==> config.mk <==
export PLATFORM = sky130hd
export DESIGN_NAME = rdma_ctrl
export DESIGN_NICKNAME = d
export VERILOG_FILES = /design/src/rtl/rdma_pkg.sv /design/src/rtl/rdma_ptr.sv /design/src/rtl/rdma_lanes.sv /design/src/rtl/rdma_regfile.sv /design/src/rtl/rdma_ctrl.sv
export SDC_FILE = /design/constraint.sdc
export NUM_CORES = 1
export LEC_CHECK = 0
export ABC_AREA = 0
export BUFFER_PORTS_ARGS = -buffer_cell sky130_fd_sc_hd__buf_2
export CAP_MARGIN = 0
export CORE_UTILIZATION = 48
export CTS_CLUSTER_DIAMETER = 50
export DETAILED_ROUTE_END_ITERATION = 6
export HOLD_SLACK_MARGIN = 0.15
export PLACE_DENSITY = 0.76
export RECOVER_POWER = 100
export SYNTH_ARGS = -nofsm -noshare
export SYNTH_HDL_FRONTEND = slang
export SYNTH_SLANG_ARGS = --single-unit
==> constraint.sdc <==
create_clock -name clk -period 2.7 [get_ports clk]
set_input_delay 0.27 -clock clk [delete_from_list [all_inputs] [get_ports clk]]
set_output_delay 0.27 -clock clk [all_outputs]
set_load 0.01 [all_outputs]
==> src/rtl/rdma_pkg.sv <==
`timescale 1ns/1ps
package rdma_pkg;

  typedef enum logic [2:0] {
    ST_IDLE  = 3'd0,
    ST_WRITE = 3'd1,
    ST_FETCH = 3'd2,
    ST_CAPT  = 3'd3,
    ST_HOLD  = 3'd4
  } rdma_state_e;

  typedef enum logic [1:0] {
    OP_NONE  = 2'd0,
    OP_READ  = 2'd1,
    OP_WRITE = 2'd2,
    OP_ABORT = 2'd3
  } rdma_op_e;

  localparam int OFS_CMD  = 0;
  localparam int OFS_ALO  = 1;
  localparam int OFS_AHI  = 2;
  localparam int OFS_CLO  = 3;
  localparam int OFS_CHI  = 4;
  localparam int OFS_CFG  = 5;
  localparam int OFS_STAT = 6;

  // bit 2 forces abort; 001 and 011 both read memory toward the host
  function automatic rdma_op_e decode_cmd(input logic [2:0] c);
    rdma_op_e r;
    if (c[2]) begin
      r = OP_ABORT;
    end else begin
      unique case (c[1:0])
        2'b01, 2'b11: r = OP_READ;
        2'b10:        r = OP_WRITE;
        default:      r = OP_NONE;
      endcase
    end
    return r;
  endfunction

endpackage

==> src/rtl/rdma_ptr.sv <==
`timescale 1ns/1ps
// Live pointer: byte-loadable, steps up (address) or down with floor at zero (count)
module rdma_ptr #(
  parameter int REG_W = 8,
  parameter bit DOWN  = 1'b0,
  localparam int AW   = 2 * REG_W
) (
  input  logic             clk,
  input  logic             rst_n,
  input  logic             ld_lo,
  input  logic             ld_hi,
  input  logic [REG_W-1:0] ld_data,
  input  logic             step_en,
  input  logic [AW-1:0]    step,
  output logic [AW-1:0]    value,
  output logic             last
);

  logic [AW-1:0] val_q, val_d, stepped;
  logic          val_en;

  generate
    if (DOWN) begin : g_down
      assign stepped = (val_q <= step) ? '0 : (val_q - step);
    end else begin : g_up
      assign stepped = val_q + step;
    end
  endgenerate

  always_comb begin
    val_d = val_q;
    if (ld_lo) val_d[REG_W-1:0]  = ld_data;
    if (ld_hi) val_d[AW-1:REG_W] = ld_data;
    if (step_en) val_d = stepped;
    val_en = ld_lo | ld_hi | step_en;
  end

  always_ff @(posedge clk or negedge rst_n) begin
    if (!rst_n) begin
      val_q <= '0;
    end else if (val_en) begin
      val_q <= val_d;
    end
  end

  assign value = val_q;
  assign last  = (val_q <= step);

endmodule

==> src/rtl/rdma_lanes.sv <==
`timescale 1ns/1ps
// Byte lane steering between host order and memory order
module rdma_lanes #(
  parameter int LANE_W = 8,
  parameter int LANES  = 2,
  localparam int DW    = LANE_W * LANES
) (
  input  logic [DW-1:0] din,
  input  logic          swap,
  input  logic          narrow,
  output logic [DW-1:0] dout
);

  generate
    for (genvar i = 0; i < LANES; i++) begin : g_lane
      if (i == 0) begin : g_low
        assign dout[LANE_W-1:0] = (swap && !narrow)
                                  ? din[(LANES-1)*LANE_W +: LANE_W]
                                  : din[LANE_W-1:0];
      end else begin : g_high
        assign dout[i*LANE_W +: LANE_W] = narrow ? '0
                                        : swap ? din[(LANES-1-i)*LANE_W +: LANE_W]
                                               : din[i*LANE_W +: LANE_W];
      end
    end
  endgenerate

endmodule

==> src/rtl/rdma_regfile.sv <==
`timescale 1ns/1ps
module rdma_regfile
  import rdma_pkg::*;
#(
  parameter int REG_W = 8,
  parameter int RA_W  = 3,
  localparam int AW   = 2 * REG_W
) (
  input  logic             clk,
  input  logic             rst_n,
  input  logic             reg_wr,
  input  logic [RA_W-1:0]  reg_addr,
  input  logic [REG_W-1:0] reg_wdata,
  output logic [REG_W-1:0] reg_rdata,
  input  logic             busy,
  input  logic             set_done,
  input  logic [AW-1:0]    cur_addr,
  input  logic [AW-1:0]    cur_cnt,
  output rdma_op_e         op,
  output logic             addr_ld_lo,
  output logic             addr_ld_hi,
  output logic             cnt_ld_lo,
  output logic             cnt_ld_hi,
  output logic             cfg_word,
  output logic             cfg_be,
  output logic             done
);

  logic     sel_cmd, sel_alo, sel_ahi, sel_clo, sel_chi, sel_cfg, sel_stat;
  rdma_op_e cmd_op;
  logic     cfg_en, cfg_word_d, cfg_be_d, cfg_word_q, cfg_be_q;
  logic     done_en, done_d, done_q;
  logic     unused_wbits;

  assign sel_cmd  = reg_wr && (reg_addr == RA_W'(OFS_CMD));
  assign sel_alo  = reg_wr && (reg_addr == RA_W'(OFS_ALO));
  assign sel_ahi  = reg_wr && (reg_addr == RA_W'(OFS_AHI));
  assign sel_clo  = reg_wr && (reg_addr == RA_W'(OFS_CLO));
  assign sel_chi  = reg_wr && (reg_addr == RA_W'(OFS_CHI));
  assign sel_cfg  = reg_wr && (reg_addr == RA_W'(OFS_CFG));
  assign sel_stat = reg_wr && (reg_addr == RA_W'(OFS_STAT));

  assign cmd_op = decode_cmd(reg_wdata[2:0]);
  // while busy only abort gets through
  assign op = !sel_cmd ? OP_NONE
            : (busy && (cmd_op != OP_ABORT)) ? OP_NONE : cmd_op;

  assign addr_ld_lo = sel_alo && !busy;
  assign addr_ld_hi = sel_ahi && !busy;
  assign cnt_ld_lo  = sel_clo && !busy;
  assign cnt_ld_hi  = sel_chi && !busy;

  always_comb begin
    cfg_en     = sel_cfg && !busy;
    cfg_word_d = reg_wdata[0];
    cfg_be_d   = reg_wdata[1];
    done_en    = set_done || (sel_stat && reg_wdata[0]);
    done_d     = set_done;
  end

  always_ff @(posedge clk or negedge rst_n) begin
    if (!rst_n) begin
      cfg_word_q <= 1'b0;
      cfg_be_q   <= 1'b0;
      done_q     <= 1'b0;
    end else begin
      if (cfg_en) begin
        cfg_word_q <= cfg_word_d;
        cfg_be_q   <= cfg_be_d;
      end
      if (done_en) done_q <= done_d;
    end
  end

  always_comb begin
    reg_rdata = '0;
    unique case (reg_addr)
      RA_W'(OFS_CMD):  reg_rdata = REG_W'(busy);
      RA_W'(OFS_ALO):  reg_rdata = cur_addr[REG_W-1:0];
      RA_W'(OFS_AHI):  reg_rdata = cur_addr[AW-1:REG_W];
      RA_W'(OFS_CLO):  reg_rdata = cur_cnt[REG_W-1:0];
      RA_W'(OFS_CHI):  reg_rdata = cur_cnt[AW-1:REG_W];
      RA_W'(OFS_CFG):  reg_rdata = REG_W'({cfg_be_q, cfg_word_q});
      RA_W'(OFS_STAT): reg_rdata = REG_W'(done_q);
      default:         reg_rdata = '0;
    endcase
  end

  assign unused_wbits = ^reg_wdata[REG_W-1:3];
  assign cfg_word = cfg_word_q;
  assign cfg_be   = cfg_be_q;
  assign done     = done_q;

endmodule

==> src/rtl/rdma_ctrl.sv <==
`timescale 1ns/1ps
module rdma_ctrl
  import rdma_pkg::*;
#(
  parameter int REG_W = 8,
  parameter int RA_W  = 3
) (
  input  logic               clk,
  input  logic               rst_n,
  input  logic               reg_wr,
  input  logic [RA_W-1:0]    reg_addr,
  input  logic [REG_W-1:0]   reg_wdata,
  output logic [REG_W-1:0]   reg_rdata,
  input  logic               host_wr_valid,
  input  logic [2*REG_W-1:0] host_wr_data,
  output logic               host_wr_ready,
  output logic               host_rd_valid,
  output logic [2*REG_W-1:0] host_rd_data,
  input  logic               host_rd_ready,
  output logic               mem_req,
  output logic               mem_we,
  output logic               mem_size,
  output logic [2*REG_W-1:0] mem_addr,
  output logic [2*REG_W-1:0] mem_wdata,
  input  logic [2*REG_W-1:0] mem_rdata
);

  localparam int AW    = 2 * REG_W;
  localparam int HW    = 2 * REG_W;
  localparam int LANES = HW / REG_W;

  rdma_state_e   state_q, state_d;
  rdma_op_e      op;
  logic          busy, done, set_done;
  logic          cfg_word, cfg_be;
  logic          addr_ld_lo, addr_ld_hi, cnt_ld_lo, cnt_ld_hi;
  logic [AW-1:0] cur_addr, cur_cnt, step;
  logic          cnt_last, cnt_zero, unused_addr_last;
  logic          abort_now, wr_fire, rd_fire, step_en;
  logic [HW-1:0] rd_lanes, rd_buf_q;
  logic          rd_buf_en;

  assign busy = (state_q != ST_IDLE);

  rdma_regfile #(.REG_W(REG_W), .RA_W(RA_W)) u_regs (
    .clk        (clk),
    .rst_n      (rst_n),
    .reg_wr     (reg_wr),
    .reg_addr   (reg_addr),
    .reg_wdata  (reg_wdata),
    .reg_rdata  (reg_rdata),
    .busy       (busy),
    .set_done   (set_done),
    .cur_addr   (cur_addr),
    .cur_cnt    (cur_cnt),
    .op         (op),
    .addr_ld_lo (addr_ld_lo),
    .addr_ld_hi (addr_ld_hi),
    .cnt_ld_lo  (cnt_ld_lo),
    .cnt_ld_hi  (cnt_ld_hi),
    .cfg_word   (cfg_word),
    .cfg_be     (cfg_be),
    .done       (done)
  );

  assign step      = {{(AW-2){1'b0}}, cfg_word, ~cfg_word};
  assign abort_now = (op == OP_ABORT);
  assign cnt_zero  = (cur_cnt == '0);

  assign host_wr_ready = (state_q == ST_WRITE) && !abort_now;
  assign host_rd_valid = (state_q == ST_HOLD) && !abort_now;
  assign wr_fire       = host_wr_ready && host_wr_valid;
  assign rd_fire       = host_rd_valid && host_rd_ready;
  assign step_en       = wr_fire || rd_fire;

  rdma_ptr #(.REG_W(REG_W), .DOWN(1'b0)) u_addr (
    .clk     (clk),
    .rst_n   (rst_n),
    .ld_lo   (addr_ld_lo),
    .ld_hi   (addr_ld_hi),
    .ld_data (reg_wdata),
    .step_en (step_en),
    .step    (step),
    .value   (cur_addr),
    .last    (unused_addr_last)
  );

  rdma_ptr #(.REG_W(REG_W), .DOWN(1'b1)) u_cnt (
    .clk     (clk),
    .rst_n   (rst_n),
    .ld_lo   (cnt_ld_lo),
    .ld_hi   (cnt_ld_hi),
    .ld_data (reg_wdata),
    .step_en (step_en),
    .step    (step),
    .value   (cur_cnt),
    .last    (cnt_last)
  );

  rdma_lanes #(.LANE_W(REG_W), .LANES(LANES)) u_wr_lanes (
    .din    (host_wr_data),
    .swap   (cfg_be),
    .narrow (~cfg_word),
    .dout   (mem_wdata)
  );

  rdma_lanes #(.LANE_W(REG_W), .LANES(LANES)) u_rd_lanes (
    .din    (mem_rdata),
    .swap   (cfg_be),
    .narrow (~cfg_word),
    .dout   (rd_lanes)
  );

  assign mem_req  = wr_fire || ((state_q == ST_FETCH) && !abort_now);
  assign mem_we   = wr_fire;
  assign mem_size = cfg_word;
  assign mem_addr = cur_addr;

  always_comb begin
    state_d  = state_q;
    set_done = 1'b0;
    unique case (state_q)
      ST_IDLE: begin
        if (op == OP_READ) begin
          if (cnt_zero) set_done = 1'b1;
          else          state_d  = ST_FETCH;
        end else if (op == OP_WRITE) begin
          if (cnt_zero) set_done = 1'b1;
          else          state_d  = ST_WRITE;
        end
      end
      ST_WRITE: begin
        if (abort_now) begin
          state_d = ST_IDLE;
        end else if (wr_fire && cnt_last) begin
          state_d  = ST_IDLE;
          set_done = 1'b1;
        end
      end
      ST_FETCH: state_d = abort_now ? ST_IDLE : ST_CAPT;
      ST_CAPT:  state_d = abort_now ? ST_IDLE : ST_HOLD;
      ST_HOLD: begin
        if (abort_now) begin
          state_d = ST_IDLE;
        end else if (rd_fire) begin
          if (cnt_last) begin
            state_d  = ST_IDLE;
            set_done = 1'b1;
          end else begin
            state_d = ST_FETCH;
          end
        end
      end
      default: state_d = ST_IDLE;
    endcase
  end

  assign rd_buf_en = (state_q == ST_CAPT);

  always_ff @(posedge clk or negedge rst_n) begin
    if (!rst_n) begin
      state_q  <= ST_IDLE;
      rd_buf_q <= '0;
    end else begin
      state_q <= state_d;
      if (rd_buf_en) rd_buf_q <= rd_lanes;
    end
  end

  assign host_rd_data = rd_buf_q;

endmodule

==> flow_summary.toml, run 1 <==
[outcome]
status = "finished, violations left"
violations = "capacitance limit, slew limit"

[power]
vdd_drop_max_mv = 0.408
leakage_nw = 2.05
power_w = 0.00443
p_per_area_mw_per_mm2 = 962

[cells_and_area]
nFillCells = 725
stdcell_area_mm2 = 0.00461
fin_nets = 593
area_delta_synth_final_pct = 20.1
diodes = 0
layout-drive-gt1-share_pct = 19.7

[setup_path]
worst-path-buf-inv = 3
crit_chain = "nor3_4, a21oi_1, or4_1, inv_1, ha_4, buf_4, nor4_2, and2_1, clkbuf_2"
cp-end-kind = "primary output"
cp_data_required_time_ps = 2430
cp_max_fo = 8
cpLargestDelayFamily = "simple AND/OR/NAND/NOR gates"
critPathLaunch = "state_q[1]$_DFFE_PN0P_"
critPathSlowestCell = "or4_1"
r2r-start = "u_regs.cfg_word$_DFFE_PN0P_"
cp-start-kind = "flop"
critPathMaxStageDelay_ps = 430
cp_data_arrival_time_ps = 2320
crit_type = "flop to primary output"

[detailed_routing]
drtAntennaViolNets = 0
dr.pass1.iters = 5
post_drt_wl_per_cell_um = 18.1
highest_layer = "met4"
vias = 3900
routed_wl_um = 11600
vias_per_cell = 6.10
route.met3.wl_um = 778
dr_wl_met2_um = 5570
drc_errors = 0
drt_iter0_markers = 225
drt-met1-wl_um = 4890

[floorplanning]
ios = 109
initial_core_util_pct = 49.6
core_mm2 = 0.00773
die_x_um = 91.4
fp-row-count = 32
fp.dieH_um = 91.4
dieArea_mm2 = 0.00835

[global_route]
overflow = 0
antenna_found_initial = 0
grt_pass1_wl_um = 19000
grt_pass1_vias = 3787
grt_use_total_pct = 28.5
grt_max_degree = 34

[yosys]
synth_flop_cell = "dfrtp_1"
syn-num-nets = 480
yosysTopAreaCell = "dfrtp_1"
netlist_top_cells_area = "dfrtp_1 (35%), mux2i_1 (9.7%), nand2_1 (4.2%)"
synthCells = 423
yosysWarnings = 0
synth-compound-area-share_pct = 22.6
synth.avg_cell_area_um2 = 9.07
synth_fa_ha_area_share_pct = 3.33
synth_cell_types = 64
synth_xor_area_share_pct = 0.914
ys_seq_area_share_pct = 35.2
ys_ff_latch = 54
synth-edff-count = 0
syn-cell-area_mm2 = 0.00383
yosys.area.top_type_share_pct = 35.2
muxShareOfSynthArea_pct = 12.6
synth_top_family_by_area = "compound AO/OA/AOI/OAI gates"
synth_simple_gate_area_share_pct = 20.3
ys_async_sr_fraction_pct = 100

[cts]
cts_tree = "built"
cts_num_sinks = 54
clock_latency_ps = 320
clock_path_buffers = 2
post_cts_buffers = 0
clkSlewWorstSetupHoldPaths_ps = 110
cts_buffers = 5
h-tree-depth = 2
cts_root_buf = "clkbuf_8"

[sta]
fin_worst_skew_ps = 5.56
rsz0062_at_grt = "no"
final_max_slew_viol_count = 34
holdWs_ps = 254
period_share_pct = 95.8
tightest_slew_ps = 1800
final.setup.worst_slack_ps = 113
slew_headroom_pct = -20.0
max_freq_mhz = 387
fin_setup_tns_ps = 0
hold_violations = 0
min_period_ps = 2590
timing.final.setup_violations = 0

[min_path]
hold_start = "reg_wdata[7]"
hold_class = "input pin to flop"

[place]
port_buffers = 108
post-place-ws_ps = 178
dpl-instance-area_mm2 = 0.00455
routabilityCongestion = 0.932
dp_hpwl_um = 8690

[run]
drv_cap = 1
-- timing repair --
item,4_1_cts,5_1_grt
hold buffers,1,0
endpoints found under the setup margin,0,5
hold endpoints to repair,54,0
resized for setup,0,8
-- cells in the final DEF, fill, tap and decap left out, drive strengths merged, types with 3 or more instances in the layout --
master and count:
clkbuf 71, buf 65, dfrtp 54, nand2 43, mux2i 37, nor2 36, o21ai 26, inv 18
a21oi 17, nor3 13, o22ai 11, a22oi 11, a211oi 11, mux2 10, o31ai 10, and3 7
ha 7, nor4 7, nand3 6, a311oi 6, or4 6, or3 5, nand4 5, a221o 4
a31oi 4, nand2b 3, nor2b 3, and2 3, a21o 3, o211ai 3, a32oi 3, xnor2 3
nand3b 3
-- worst reg2reg max path, delay by kind of cell, from the launching register on --
kind,cells,cell delay (ps)
buffers and inverters,2,250
adders and majority gates,2,660
AOI/OAI and AO/OA,4,1070
DFF,1,450
-- routing by layer --
metal  up-vias  global-route usage [%]
li1       1814                       -
met1      1885                    38.1
met2       176                    46.2
met3        25                    4.19
met4         0                    11.5
met5         -                       0
-- final timing paths --
kind,endpoint,slack (ps),depth (start not counted)
hold / removal,u_addr.value[7]$_DFFE_PN0P_,250,3
hold reg to reg,host_rd_data[5]$_DFFE_PN0N_,500,2
max in group asynchronous,u_regs.done$_DFFE_PN0P_,570,3
setup / recovery,mem_we,110,9
min in group asynchronous,u_cnt.value[0]$_DFFE_PN0P_,890,3
setup reg to reg,u_cnt.value[11]$_DFFE_PN0P_,160,8
-- logic make-up after synthesis --
group / Yosys count
simple gates: 144
buf+inv: 44
xor+xnor: 4
fa+ha+maj: 9
flops: 54
mux: 47
compound gates: 121
-- final cells by class --
cell class                 instances  area, um^2  share of cell area, %
tap                              102         128                   2.77
clock inverter                     3        47.5                   1.03
multi-input combinational        325        2310                   50.2
sequential                        54        1350                   29.3
timing repair buffer             132         629                   13.7
inverter                          18        67.6                   1.47
clock buffer                       5        68.8                   1.49
-- state kept, by name, summed over array words and instances (netlist names) --
register	flops
u_regs.cfg_word	1
u_cnt.value	16
host_rd_data	16
state_q	3
u_regs.done	1
u_addr.value	16
u_regs.cfg_be	1
-- power breakdown --
| group | switching (W) | internal (W) | leakage, nW |
|---|---|---|---|
| clock network | 0.000294 | 0.000282 | 0.0587 |
| registers | 0.000408 | 0.00109 | 0.604 |
| logic | 0.00137 | 0.000992 | 1.39 |
| total | 0.00207 | 0.00236 | 2.05 |
-- cells in the mapped netlist (5+ instances only) --
cell      instances
a211oi_1         10
a21oi_1          16
a22oi_1          11
a311oi_1          6
and3_1            7
buf_2             8
clkbuf_1         13
dfrtp_1          54
ha_1              7
inv_1            17
mux2_2           10
mux2i_1          37
nand2_1          43
nand3_1           6
nand4_1           5
nor2_1           35
nor3_1           10
nor4_1            6
o21ai_0          25
o22ai_1          11
o31ai_1          10
-- metrics by stage --
stage,util [%],std cells
6_report,59.6,639
2_1_floorplan,-,423
4_1_cts,60.5,639
3_5_place_dp,58.9,630
5_1_grt,59.6,639
3_3_place_gp,58.9,630
Note: power is estimated with default switching activity, not from simulation.
==> run 2, diff against run 1 <==
PLACE_DENSITY = 0.85   (was 0.76)
==> run 2 against run 1 <==
Against the previous run:
- highest routed layer unchanged
- first-iteration DRC count up 33%
- sequential power about the same
- largest cell class unchanged
- critical endpoint unchanged
- clock skew up 4.8 ps
- setup slack worse by 10 ps
- via count up 1.4%
- the run still ends with capacitance limit, slew limit left
- total power up 0.27%
- cell area down 0.35%
==> flow_summary.toml, run 2 (synthesis results as in run 1) <==
[place]
dp_hpwl_um = 8550
post-place-ws_ps = 157
dpl-instance-area_mm2 = 0.00452
port_buffers = 108
routabilityCongestion = 0.937

[sta]
timing.final.setup_violations = 0
slew_headroom_pct = -3.87
fin_setup_tns_ps = 0
max_freq_mhz = 385
tightest_slew_ps = 1560
period_share_pct = 96.2
final_max_slew_viol_count = 28
fin_worst_skew_ps = 10.3
min_period_ps = 2600
hold_violations = 0
final.setup.worst_slack_ps = 103

[detailed_routing]
vias_per_cell = 6.21
post_drt_wl_per_cell_um = 17.6
drtAntennaViolNets = 0
vias = 3953
drt_iter0_markers = 299
drc_errors = 0
routed_wl_um = 11200
dr.pass1.iters = 5

[setup_path]
critPathSlowestCell = "dfrtp_1"
worst-path-buf-inv = 2
crit_chain = "nor3_4, a31oi_1, nor4_2, ha_2, buf_6, nor4_1, and2_1, buf_2"
crit_type = "flop to primary output"
critPathMaxStageDelay_ps = 420
cp-start-kind = "flop"
cp-end-kind = "primary output"
cp_data_required_time_ps = 2430
rrSetupSlack_ps = 210
cpLargestDelayFamily = "simple AND/OR/NAND/NOR gates"
cp_max_fo = 7
cp_data_arrival_time_ps = 2330

[floorplanning]
ios = 109
fp.dieH_um = 91.4
dieArea_mm2 = 0.00835
core_mm2 = 0.00773
initial_core_util_pct = 49.6
fp-row-count = 32
die_x_um = 91.4

[outcome]
violations = "capacitance limit, slew limit"
status = "finished, violations left"

[power]
leakage_nw = 2.05
power_w = 0.00444
vdd_drop_max_mv = 0.580
p_per_area_mw_per_mm2 = 968

[min_path]
hold_class = "input pin to flop"

[cts]
cts_tree = "built"
cts_root_buf = "clkbuf_8"
clock_path_buffers = 2
cts_num_sinks = 54
clock_latency_ps = 310
clkSlewWorstSetupHoldPaths_ps = 100
cts_buffers = 5
h-tree-depth = 2

[global_route]
antenna_found_initial = 0
overflow = 0
grt_use_total_pct = 27.3
grt_max_degree = 34
grt_pass1_wl_um = 18200
grt_pass1_vias = 3718

[cells_and_area]
mostFrequentLayoutCells = "clkbuf_1 (62), dfrtp_1 (54), buf_2 (53)"
nFillCells = 697
register_area_mm2 = 0.00135
layout-drive-gt1-share_pct = 19.6
diodes = 0
fin_nets = 592
layout_commonest_cell = "clkbuf_1"
area_delta_synth_final_pct = 19.7
multi_input_comb_area_mm2 = 0.00231
stdcell_area_mm2 = 0.00459

[run]
drv_cap = 1
-- run 2: cell count changes in the layout (fill, tap and decap cells not counted), sizes merged --
cell and change:
clkinv -1, clkbuf -2, inv -1, buf +2
-- run 2: through the flow --
| step | hold WS [ps] | std cells | utilization (%) |
|---|---|---|---|
| 2_1_floorplan | -25.6 | 423 | - |
| 3_3_place_gp | 62.2 | 626 | 58.5 |
| 3_5_place_dp | 62.3 | 626 | 58.5 |
| 4_1_cts | 254 | 634 | 60.1 |
| 5_1_grt | 278 | 637 | 59.4 |
| 6_report | 271 | 637 | 59.4 |
-- run 2: tightest hold or removal path: stages --
cell and delay [ps]:
buf_2 130, a32oi_1 60, o21ai_0 80
-- run 2: area by class of cell --
type                    instances  area share [%]
repair buffers                131            13.5
well taps                     102            2.78
multi-input cells             325            50.3
clock buffers                   6            1.80
flip-flops and latches         54            29.4
clock inverters                 1           0.654
inverters                      18            1.47
-- run 2: routing by layer --
| layer | part of all wire (%) | track usage, % | vias up |
|---|---|---|---|
| met3 | 7.8 | 5.36 | 22 |
| li1 | - | - | 1811 |
| met2 | 47 | 45.8 | 199 |
| met1 | 43 | 35.6 | 1921 |
| met4 | 2.0 | 7.94 | 0 |
| met5 | 0 | 0 | - |
-- run 2: what timing repair did --
action                                 CTS  global route
endpoints found under the hold margin   54             0
setup endpoints to repair                0             4
hold buffers                             1             0
setup buffers                            0             4
resized for setup                        0             6
-- run 2: power breakdown --
group / total [W] / switching (W) / internal, W
Sequential: 0.00150 / 0.000415 / 0.00109
Clock: 0.000556 / 0.000259 / 0.000297
Combinational: 0.00239 / 0.00139 / 0.000999
-- run 2: path summary, 6_finish.rpt --
| path | startpoint | cells past startpoint | endpoint |
|---|---|---|---|
| worst max-delay path | state_q[2]$_DFFE_PN0P_ | 8 | mem_we |
| worst min-delay path | reg_wdata[7] | 3 | u_cnt.value[15]$_DFFE_PN0P_ |
| worst max register to register | state_q[2]$_DFFE_PN0P_ | 8 | u_cnt.value[10]$_DFFE_PN0P_ |
| worst min register to register | host_rd_data[9]$_DFFE_PN0N_ | 2 | host_rd_data[9]$_DFFE_PN0N_ |
| max in group asynchronous | rst_n | 3 | u_cnt.value[1]$_DFFE_PN0P_ |
| min in group asynchronous | rst_n | 2 | host_rd_data[10]$_DFFE_PN0N_ |
==> run 3, diff against run 2 <==
CORE_UTILIZATION = 53   (was 48)
PLACE_DENSITY = 0.89   (was 0.85)
clock period = 3.35 ns   (was 2.7 ns; I/O delays follow)
==> run 3 against run 2 <==
Against the previous run:
- the flow still finishes with violations (capacitance limit, slew limit)
- critical path depth stayed put
- cell area is 3.6% lower
- total power down 22%
- worst hold slack better by 50 ps
- setup slack gained 190 ps
- via count decreased by 2.4%
- sequential cell count unchanged
- critical path type unchanged
- largest cell class unchanged
==> flow_summary.toml, run 3 (synthesis results as in run 1) <==
[cts]
post_cts_buffers = 0
h-tree-depth = 2
cts_buffers = 5
clock_latency_ps = 330
ctsResizeCount = 0
cts_tree = "built"
cts_num_sinks = 54
clock_path_buffers = 2
cts_hold_buf = 1
cts_root_buf = "clkbuf_8"
clkSlewWorstSetupHoldPaths_ps = 110

[run]
drv_cap = 1

[sta]
max_freq_mhz = 328
final_max_slew_viol_count = 39
holdWs_ps = 321
tightest_slew_ps = 2190
hold_violations = 0
fin_setup_tns_ps = 0
period_share_pct = 91.1
rsz0062_at_grt = "no"
slew_headroom_pct = -45.9
fin_worst_skew_ps = 10.5
timing.final.setup_violations = 0
min_period_ps = 3050

[cells_and_area]
layout-drive-gt1-share_pct = 16.5
area_delta_synth_final_pct = 15.4
fin_nets = 577
layout_commonest_cell = "clkbuf_1"
mostFrequentLayoutCells = "clkbuf_1 (62), dfrtp_1 (54), buf_2 (48)"
diodes = 0
nFillCells = 629
fin_cells = 617

[global_route]
overflow = 0
grt_pass1_wl_um = 17500
grt_use_total_pct = 30.1
grt_max_degree = 39
antenna_found_initial = 0
grt_pass1_vias = 3586

[min_path]
whs_path_depth = 3
hold_class = "input pin to flop"

[setup_path]
cp_data_arrival_time_ps = 2720
path_depth = 8
cpLargestDelayFamily = "simple AND/OR/NAND/NOR gates"
cp-end-kind = "primary output"
crit_type = "flop to primary output"
cp_data_required_time_ps = 3010
reg2reg_depth = 9
critPathMaxStageDelay_ps = 480
critPathSlowestCell = "dfrtp_1"
worst-path-buf-inv = 2
cp-start-kind = "flop"
crit_chain = "nor3_2, a21oi_1, or4_1, inv_1, ha_1, nor4_1, and2_0, buf_2"
cp_max_fo = 10

[detailed_routing]
post_drt_wl_per_cell_um = 18.2
route.met3.wl_um = 917
drt-met1-wl_um = 4600
vias = 3860
drt_iter0_markers = 287
dr_wl_met2_um = 5320
drc_errors = 0
vias_per_cell = 6.26
dr.pass1.iters = 5
routed_wl_um = 11200
drtAntennaViolNets = 0
highest_layer = "met4"

[floorplanning]
die_x_um = 87.1
ios = 109
fp.dieH_um = 87.1
fp-row-count = 30
dieArea_mm2 = 0.00758
core_mm2 = 0.00691
initial_core_util_pct = 55.5

[power]
leakage_nw = 1.96
vdd_drop_max_mv = 0.403
power_w = 0.00345
p_per_area_mw_per_mm2 = 781

[place]
dp_hpwl_um = 8490
port_buffers = 108
dp.cells = 608
routabilityCongestion = 0.946

[outcome]
status = "finished, violations left"
violations = "capacitance limit, slew limit"
run 3: cell count changes in the layout (fill, tap and decap cells not counted), sizes merged:
cell / change
clkbuf: -1
buf: -15
clkinv: +2
bufinv: -1
inv: +1
run 3: report_power, final:
part	total (W)	internal, W	switching [W]	leakage (nW)
sequential	0.00123	0.000874	0.000353	0.604
combinational	0.00182	0.000747	0.00107	1.31
clock	0.000408	0.000156	0.000252	0.0502
total	0.00345	0.00178	0.00168	1.96
run 3: final cells by class:
cell class                 count  area, um^2  area share (%)
multi-input combinational    325        2270            51.3
clock inverter                 3        28.8           0.650
timing repair buffer         116         518            11.7
inverter                      18        67.6            1.53
sequential                    54        1350            30.5
clock buffer                   5        68.8            1.56
tap                           96         120            2.71
run 3: layer usage:
metal | GRT usage, % | vias up
li1 | - | 1782
met1 | 38.8 | 1833
met2 | 48.7 | 203
met3 | 6.16 | 42
met4 | 13.6 | 0
met5 | 0 | -
run 3: worst paths after layout:
check                                                to  slack, ps                         from
min in group asynchronous  u_addr.value[10]$_DFFE_PN0P_       1180                        rst_n
hold / removal              host_rd_data[0]$_DFFE_PN0N_        320                 mem_rdata[8]
max in group asynchronous   u_cnt.value[10]$_DFFE_PN0P_        740                        rst_n
setup reg to reg            u_cnt.value[11]$_DFFE_PN0P_        380       state_q[0]$_DFFE_PN0P_
setup / recovery                                 mem_we        300       state_q[0]$_DFFE_PN0P_
hold reg to reg             host_rd_data[9]$_DFFE_PN0N_        490  host_rd_data[9]$_DFFE_PN0N_
run 3: worst reg2reg max path, stage by stage, from the launching register on:
cell	delay, ps
dfrtp_1	480
nor3_2	400
a21oi_1	130
or4_1	460
inv_1	110
ha_1	380
a211o_4	260
a31oi_2	140
a21o_1	230
a221o_1	280
run 3: per-stage QoR:
stage | util (%) | instance area (um^2) | setup WS [ps]
floorplan | - | 3830 | 571
global placement | 64.0 | 4420 | 566
detailed placement | 64.0 | 4420 | 416
CTS | 65.6 | 4530 | 307
global route | 64.1 | 4420 | 64.9
finish | 64.1 | 4420 | 297
